File: config.mk
export PLATFORM = sky130hd
export DESIGN_NAME = serial_group_loader
export DESIGN_NICKNAME = d
export VERILOG_FILES = /design/src/rtl/sgl_pkg.sv /design/src/rtl/sgl_sync.sv /design/src/rtl/sgl_shifter.sv /design/src/rtl/sgl_latches.sv /design/src/rtl/sgl_order.sv /design/src/rtl/serial_group_loader.sv
export SDC_FILE = /design/constraint.sdc
export NUM_CORES = 1
export LEC_CHECK = 0
export CAP_MARGIN = 10
export CORE_MARGIN = 1.5
export CORE_UTILIZATION = 27
export DETAILED_ROUTE_END_ITERATION = 8
export PLACE_DENSITY_LB_ADDON = 0.12
export SYNTH_ARGS = -nofsm -noshare
export SYNTH_HDL_FRONTEND = slang
export SYNTH_SLANG_ARGS = --single-unit
File: constraint.sdc
create_clock -name clk -period 1.61 [get_ports clk]
set_input_delay 0.4025 -clock clk [delete_from_list [all_inputs] [get_ports clk]]
set_output_delay 0.4025 -clock clk [all_outputs]
set_load 0.01 [all_outputs]
File: src/rtl/sgl_pkg.sv
package sgl_pkg;

  typedef enum logic [1:0] {
    GRP_CTRL = 2'b00,
    GRP_CH1  = 2'b01,
    GRP_CH2  = 2'b10,
    GRP_REF  = 2'b11
  } grp_e;

  // control payload layout, most significant field first
  typedef struct packed {
    logic       test_mode;
    logic       pump_inv;
    logic [1:0] ch1_pump;
    logic [1:0] ch2_pump;
    logic [1:0] lock_mode;
    logic       sby_ch1;
    logic       sby_ch2;
    logic       sby_ref;
  } ctrl_t;

  localparam int CTRL_W = $bits(ctrl_t);
  localparam int GC_W   = 2;

  function automatic int max3(input int a, input int b, input int c);
    int m;
    m = (a > b) ? a : b;
    return (m > c) ? m : c;
  endfunction

endpackage

File: src/rtl/sgl_sync.sv
module sgl_sync #(
  parameter int STAGES = 2
) (
  input  logic clk,
  input  logic rst_n,
  input  logic d_i,
  output logic lvl_o,
  output logic rise_o
);
  // pipe[STAGES-1] is the synchronised level, pipe[STAGES] its previous value
  logic [STAGES:0] pipe;

  always_ff @(posedge clk or negedge rst_n) begin
    if (!rst_n) pipe <= '0;
    else        pipe <= {pipe[STAGES-1:0], d_i};
  end

  assign lvl_o  = pipe[STAGES-1];
  assign rise_o = pipe[STAGES-1] & ~pipe[STAGES];
endmodule

File: src/rtl/sgl_shifter.sv
module sgl_shifter #(
  parameter int W = 19
) (
  input  logic         clk,
  input  logic         rst_n,
  input  logic         shift_i,
  input  logic         bit_i,
  output logic [W-1:0] word_o
);
  always_ff @(posedge clk or negedge rst_n) begin
    if (!rst_n)       word_o <= '0;
    else if (shift_i) word_o <= {word_o[W-2:0], bit_i};
  end
endmodule

File: src/rtl/sgl_latches.sv
module sgl_latches
  import sgl_pkg::*;
#(
  parameter int N_W  = 17,
  parameter int R_W  = 12,
  parameter int SR_W = 19
) (
  input  logic            clk,
  input  logic            rst_n,
  input  logic            load_i,
  input  logic [SR_W-1:0] word_i,
  output logic [N_W-1:0]  ch1_o,
  output logic [N_W-1:0]  ch2_o,
  output logic [R_W-1:0]  ref_o,
  output ctrl_t           ctrl_o,
  output logic            wr_ctrl_o,
  output logic            wr_ch1_o,
  output logic            wr_ch2_o,
  output logic            wr_ref_o
);
  localparam int PAY_W = SR_W - GC_W;

  grp_e             grp;
  logic [PAY_W-1:0] payload;

  assign grp     = grp_e'(word_i[GC_W-1:0]);
  assign payload = word_i[SR_W-1:GC_W];

  always_comb begin
    wr_ctrl_o = 1'b0;
    wr_ch1_o  = 1'b0;
    wr_ch2_o  = 1'b0;
    wr_ref_o  = 1'b0;
    if (load_i) begin
      unique case (grp)
        GRP_CTRL: wr_ctrl_o = 1'b1;
        GRP_CH1:  wr_ch1_o  = 1'b1;
        GRP_CH2:  wr_ch2_o  = 1'b1;
        GRP_REF:  wr_ref_o  = 1'b1;
      endcase
    end
  end

  always_ff @(posedge clk or negedge rst_n) begin
    if (!rst_n) begin
      ch1_o  <= '0;
      ch2_o  <= '0;
      ref_o  <= '0;
      ctrl_o <= '0;
    end else begin
      if (wr_ch1_o)  ch1_o  <= payload[N_W-1:0];
      if (wr_ch2_o)  ch2_o  <= payload[N_W-1:0];
      if (wr_ref_o)  ref_o  <= payload[R_W-1:0];
      if (wr_ctrl_o) ctrl_o <= ctrl_t'(payload[CTRL_W-1:0]);
    end
  end
endmodule

File: src/rtl/sgl_order.sv
module sgl_order (
  input  logic clk,
  input  logic rst_n,
  input  logic wr_ctrl_i,
  input  logic wr_ch1_i,
  input  logic wr_ch2_i,
  input  logic wr_ref_i,
  output logic ref_loaded_o,
  output logic ctrl_loaded_o,
  output logic order_err_o
);
  logic early_div;
  assign early_div = (wr_ch1_i | wr_ch2_i) & ~(ref_loaded_o & ctrl_loaded_o);

  always_ff @(posedge clk or negedge rst_n) begin
    if (!rst_n) begin
      ref_loaded_o  <= 1'b0;
      ctrl_loaded_o <= 1'b0;
      order_err_o   <= 1'b0;
    end else begin
      if (wr_ref_i)  ref_loaded_o  <= 1'b1;
      if (wr_ctrl_i) ctrl_loaded_o <= 1'b1;
      if (early_div) order_err_o   <= 1'b1;
    end
  end
endmodule

File: src/rtl/serial_group_loader.sv
module serial_group_loader
  import sgl_pkg::*;
#(
  parameter int N_W         = 17,
  parameter int R_W         = 12,
  parameter int SYNC_STAGES = 2
) (
  input  logic           clk,
  input  logic           rst_n,
  input  logic           sclk_i,
  input  logic           sdata_i,
  input  logic           sen_i,
  output logic [N_W-1:0] ch1_div_o,
  output logic [N_W-1:0] ch2_div_o,
  output logic [R_W-1:0] ref_div_o,
  output logic           test_mode_o,
  output logic           pump_inv_o,
  output logic [1:0]     ch1_pump_o,
  output logic [1:0]     ch2_pump_o,
  output logic [1:0]     lock_mode_o,
  output logic           sby_ch1_o,
  output logic           sby_ch2_o,
  output logic           sby_ref_o,
  output logic           ref_loaded_o,
  output logic           ctrl_loaded_o,
  output logic           order_err_o
);
  localparam int PAY_W = max3(N_W, R_W, CTRL_W);
  localparam int SR_W  = PAY_W + GC_W;
  localparam int NPIN  = 3;
  localparam int P_CK  = 0;
  localparam int P_DAT = 1;
  localparam int P_EN  = 2;

  logic [NPIN-1:0] pin_raw, pin_lvl, pin_rise;
  assign pin_raw = {sen_i, sdata_i, sclk_i};

  for (genvar g = 0; g < NPIN; g++) begin : g_sync
    sgl_sync #(.STAGES(SYNC_STAGES)) i_sync (
      .clk   (clk),
      .rst_n (rst_n),
      .d_i   (pin_raw[g]),
      .lvl_o (pin_lvl[g]),
      .rise_o(pin_rise[g])
    );
  end

  logic            shift_en, load_en;
  logic [SR_W-1:0] word;

  assign shift_en = pin_rise[P_CK] & ~pin_lvl[P_EN];
  assign load_en  = pin_rise[P_EN];

  sgl_shifter #(.W(SR_W)) i_shift (
    .clk    (clk),
    .rst_n  (rst_n),
    .shift_i(shift_en),
    .bit_i  (pin_lvl[P_DAT]),
    .word_o (word)
  );

  ctrl_t ctrl;
  logic  wr_ctrl, wr_ch1, wr_ch2, wr_ref;

  sgl_latches #(.N_W(N_W), .R_W(R_W), .SR_W(SR_W)) i_latch (
    .clk      (clk),
    .rst_n    (rst_n),
    .load_i   (load_en),
    .word_i   (word),
    .ch1_o    (ch1_div_o),
    .ch2_o    (ch2_div_o),
    .ref_o    (ref_div_o),
    .ctrl_o   (ctrl),
    .wr_ctrl_o(wr_ctrl),
    .wr_ch1_o (wr_ch1),
    .wr_ch2_o (wr_ch2),
    .wr_ref_o (wr_ref)
  );

  sgl_order i_order (
    .clk          (clk),
    .rst_n        (rst_n),
    .wr_ctrl_i    (wr_ctrl),
    .wr_ch1_i     (wr_ch1),
    .wr_ch2_i     (wr_ch2),
    .wr_ref_i     (wr_ref),
    .ref_loaded_o (ref_loaded_o),
    .ctrl_loaded_o(ctrl_loaded_o),
    .order_err_o  (order_err_o)
  );

  assign test_mode_o = ctrl.test_mode;
  assign pump_inv_o  = ctrl.pump_inv;
  assign ch1_pump_o  = ctrl.ch1_pump;
  assign ch2_pump_o  = ctrl.ch2_pump;
  assign lock_mode_o = ctrl.lock_mode;
  assign sby_ch1_o   = ctrl.sby_ch1;
  assign sby_ch2_o   = ctrl.sby_ch2;
  assign sby_ref_o   = ctrl.sby_ref;
endmodule

== Word level (Yosys, flattened, before mapping) ==
Index checks and enable logic that the tools add are counted.
Storage, ports and cells
  bits in registers: 87
  bits of input ports: 5
  output and inout bits: 60
  logic and storage cells: 40
Operators by class
  eq/ne operators: 3
  mux-type cells: 8
  bitwise logic cells: 10
  reductions and logical operators: 1
Operator list (count)
  1-bit two-way mux: 8
  1-bit bitwise AND: 5
  2-bit equality test (second input constant): 2
  1-bit NOT: 4
  2-bit by 1-bit equality test with 1-bit output (second input constant): 1
  2-bit zero test: 1
  1-bit OR: 1

== Logic depth before layout (Yosys ltp) ==
  depth after elaboration: 5
  mapped depth: 4
  gate-level depth less buffers: 2

== Modules after synthesis ==
Synthesis repeated with hierarchy kept, for this count alone.
Second synthesis, totals
  cell total of the unflattened synthesis: 185
  area total of the unflattened synthesis: 3334.4 µm²
By module, submodules not included
  sgl_latches: instances 1, cells an instance 125, area each 2193.4 µm², sequential area each 1426.4 µm²
  sgl_shifter: instances 1, cells an instance 40, area each 758.2 µm², sequential area each 475.5 µm²
  sgl_sync: instances 3, cells an instance 4, area each 88.8 µm², sequential area each 75.1 µm²
  sgl_order: instances 1, cells an instance 7, area each 102.6 µm², sequential area each 75.1 µm²
  serial_group_loader: instances 1, cells an instance 1, area each 13.8 µm², sequential area each 0.0 µm²

== Worst setup path before layout ==
OpenSTA, ideal clock, no wires.
  path kind: reg2reg
  from: reg i_shift.word_o[1]
  to: reg i_latch.ctrl_o[0] (netlist bit)
  setup time: 0.125 ns
  arrival: 1.337 ns
  required time: 1.485 ns
  setup slack: 0.148 ns
  stages on the path, launching flop included: 4
  path buffers: 1
  period minus slack after synthesis: 1.462 ns
  cells stage by stage: dfrtp_1 > nor4b_2 > buf_4 > mux2_2
On the way
  word-level cells in the longest chain between the ends: 3
RTL lines
  from (decl): RTL line sgl_shifter.sv:8  | output logic [W-1:0] word_o
  from (signal assigned): RTL line sgl_shifter.sv:12  | else if (shift_i) word_o <= {word_o[W-2:0], bit_i};
  2-bit zero test: RTL line sgl_latches.sv:35  | unique case (grp)
  1-bit two-way mux: RTL line sgl_latches.sv:35
  1-bit two-way mux: RTL line sgl_latches.sv:34  | if (load_i) begin
  to (signal assigned): RTL line sgl_latches.sv:54  | if (wr_ctrl_o) ctrl_o <= ctrl_t'(payload[CTRL_W-1:0]);
  to (decl): RTL line sgl_latches.sv:15  | output ctrl_t ctrl_o,
No other way between the ends.
A chain may end at the register's enable or synchronous reset.

== Worst setup path in the final report ==
  from: reg i_shift.word_o[0]
  to: reg i_latch.ch2_o[11]
On the way
  word-level cells in the longest chain between the ends: 3
RTL lines
  2-bit equality test: RTL line sgl_latches.sv:35
  1-bit two-way mux: RTL line sgl_latches.sv:35
  1-bit two-way mux: RTL line sgl_latches.sv:34
  to (signal assigned): RTL line sgl_latches.sv:52  | if (wr_ch2_o) ch2_o <= payload[N_W-1:0];
  to (decl): RTL line sgl_latches.sv:13  | output logic [N_W-1:0] ch2_o,
No other way between the ends.

==> out/qor.tcl <==
set qor(wl_per_cell_um) 15.4
set qor(worst_reg_to_reg_cells) 3
set qor(detailedPlace.worstSlack_ns) 0.0555
set qor(num_io_pins) 65
set qor(timing.clock.skew_ns) 0.00495
set qor(run_status) {finished clean}
set qor(crit_slowest_cell) {dfrtp_1}
set qor(max_clock_freq_mhz) 679
set qor(cts_setup_buffers) 0
set qor(place.port_buffers) 64
set qor(tns_ns) 0
set qor(drive_gt1_share_pct) 41.0
set qor(cts_tree) {yes}
set qor(finalWirelength_um) 6310
set qor(ant_nets) 0
set qor(mostFrequentLayoutCells) {dfrtp_1 (87), mux2_2 (76), dlygate4sd2_1 (60)}
set qor(initial_utilization_pct) 27.9
set qor(grt_overflow) 0
set qor(die_w_um) 112
set qor(detailedRoute.firstPassIterationCount) 3
set qor(route.vias.total) 1738
set qor(highest_net_fanout_along_the_worst_path) 14
set qor(grt_first_pass_wirelength_um) 10400
set qor(insertedDiodeCount) 0
set qor(global_route.usage.met3_pct) 3.27
set qor(cts-htree-levels) 3
set qor(syn-cell-area_um2) 3200
set qor(grt_start_max_net_pins) 38
set qor(area_growth_syn_to_layout_pct) 36.7
set qor(hold_viol_final) 0
set qor(syn-mean-instance-area_um2) 17.6
set qor(total_leakage_power_nw) 2.29
set qor(grt_busiest_layer) {met2}
set qor(clk_path_buf_depth) 2
set qor(route.detailed.drc) 0
set qor(first_global_vias) 1816
set qor(critical-path-max-stage-delay_ns) 0.47
set qor(synth_top_cell_by_area) {dfrtp_1}
set qor(finalInstanceArea_um2) 4370
set qor(timing.critical_path.arrival_ns) 1.69
set qor(hold_path_class) {reg2reg}
set qor(min_tclk_post_route_ns) 1.47
set qor(max_cap_violations) 0
set qor(initialDrtViolationCount) 42
set qor(fillerInstances) 1101
set qor(nNetsFinal) 266
set qor(yosysWarnings) 0
set qor(ys_seq_elements) 87
set qor(via_per_inst) 4.25
set qor(fin_total_pwr_mw) 6.35
set qor(die_area_um2) 12500
set qor(synth_nets) 187
set qor(unrepaired_setup_endpoints_after_global_routing) {no}
set qor(number_of_antenna_violations_at_the_first_check_in_global_routing) 0
set qor(overall_routing_resource_usage_pct) 10.8
set qor(dieHeight_um) 112
set qor(clkSinkCount) 87
set qor(min_path_cells) 0
set qor(tritoncts.num_buffers) 9
set qor(tightest_slew_ns) 0.265
set qor(critical_path.cell_chain) {and4bb_2, buf_12, mux2_2}
set qor(timing_worst_setup_path_type) {reg2reg}
set qor(root_buffer) {clkbuf_16}
set qor(power_density_nw_per_um2) 1450
set qor(placedInstanceArea_um2) 4080
set qor(synth_top_cell_area_share_pct) 68.1
set qor(clk_pin_slew_ns) 0.06
set qor(final_common_cell) {dfrtp_1}
set qor(gr-usage-met1_pct) 14.9
set qor(synth.yosys.seq_area_share_pct) 68.1
set qor(crit_path_start_kind) {flip-flop}
set qor(worst-endpoint-required_ns) 1.82
set qor(met2_usage_pct) 16.1
set qor(placeableCoreArea_um2) 11500
set qor(finalWorstSetupSlack_ns) 0.136
set qor(slew_headroom_pct) 82.3
set qor(hpwlAfterDp_um) 4300
set qor(cpLargestDelayFamily) {flip-flops}
set qor(cp-end-kind) {flip-flop}
set qor(post_synth_inst_count) 182
set qor(worst_skew_pair.late_latency_ns) 0.33
set qor(vdd_drop_max_uv) 559
set qor(critical_path.n_buffers_inverters) 1
set qor(yosysUniqueCellTypes) 15
set qor(timing_max_transition_violations_final) 0
set qor(timing.final.crit_share_pct) 91.5
set qor(cp.depth) 3
set qor(placementRows) 39
set qor(setup_viol) 0
set qor(yosys-top-cells-area) {dfrtp_1 (68%), mux2_2 (27%), buf_6 (1.4%)}
set qor(place_congestion) 0.634
registers in the layout (all words and copies together), names as in the netlist, 8 cells and up:
signal              cells
i_shift.word_o         19
g_sync.i_sync.pipe      8
i_latch.ctrl_o         11
i_latch.ch2_o          17
i_latch.ch1_o          17
i_latch.ref_o          12
cell type report:
class / instances / area, um^2 / area share [%]
Tap cell: 143 / 179 / 4.09
Multi-Input combinational cell: 86 / 961 / 22.0
Sequential cell: 87 / 2180 / 49.8
Timing Repair Buffer: 76 / 706 / 16.1
Clock inverter: 6 / 108 / 2.46
Clock buffer: 10 / 239 / 5.46
Inverter: 1 / 3.75 / 0.0858
power breakdown:
part,internal [mW],switching (mW)
Clock,1.55,0.814
Sequential,2.58,0.311
Combinational,0.649,0.444
Total,4.78,1.57
worst paths after layout:
kind                       slack [ns]                          startpoint                                 end
max in group asynchronous        0.65                               rst_n        i_latch.ch2_o[4]$_DFFE_PN0P_
min                              0.35  g_sync[2].i_sync.pipe[0]$_DFF_PN0_  g_sync[2].i_sync.pipe[1]$_DFF_PN0_
max                              0.14       i_shift.word_o[0]$_DFFE_PN0P_       i_latch.ch2_o[11]$_DFFE_PN0P_
max reg2reg                      0.14       i_shift.word_o[0]$_DFFE_PN0P_       i_latch.ch2_o[11]$_DFFE_PN0P_
min in group asynchronous        0.48                               rst_n       i_latch.ch1_o[14]$_DFFE_PN0P_
min reg2reg                      0.35  g_sync[2].i_sync.pipe[0]$_DFF_PN0_  g_sync[2].i_sync.pipe[1]$_DFF_PN0_
layer usage:
metal	wire length, um	up-vias
met2	2910	39
met1	3050	887
met5	0	-
met4	93	0
li1	-	803
met3	253	9
cell families (layout without fill, tap and decap cells):
group	count (synthesis)	after routing	share of synthesized area, %
DFF	87	87	68.1
muxes	76	76	26.8
buffers and inverters	9	93	2.31
and+or+nand+nor	8	8	2.27
AOI/OAI and AO/OA	1	1	0.313
xor gates and xnor gates	1	1	0.274
synthesized netlist by cell type (all sizes together):
cell    number
nand4b       1
nand2        1
xor2         1
nor3b        1
nand2b       1
mux2        76
nor4b        1
and4bb       2
or2          1
a41o         1
inv          1
dfrtp       87
buf          8
per-stage QoR:
| stage | hold slack [ns] | utilization, % | instances |
|---|---|---|---|
| after CTS | 0.348 | 38.1 | 409 |
| after detailed placement | 0.293 | 35.6 | 392 |
| after floorplan | 0.107 | - | 182 |
| after global routing | 0.370 | 38.1 | 409 |
| after global placement | 0.292 | 35.6 | 392 |
| final | 0.347 | 38.1 | 409 |
timing repair:
item                                    4_1_cts  5_1_grt
hold buffers                                  1        0
resized for setup                            60        1
pin swaps                                     0        0
endpoints found under the setup margin       60       11
hold endpoints to repair                     14        0
No activity file was read; power rests on OpenSTA's default activity.
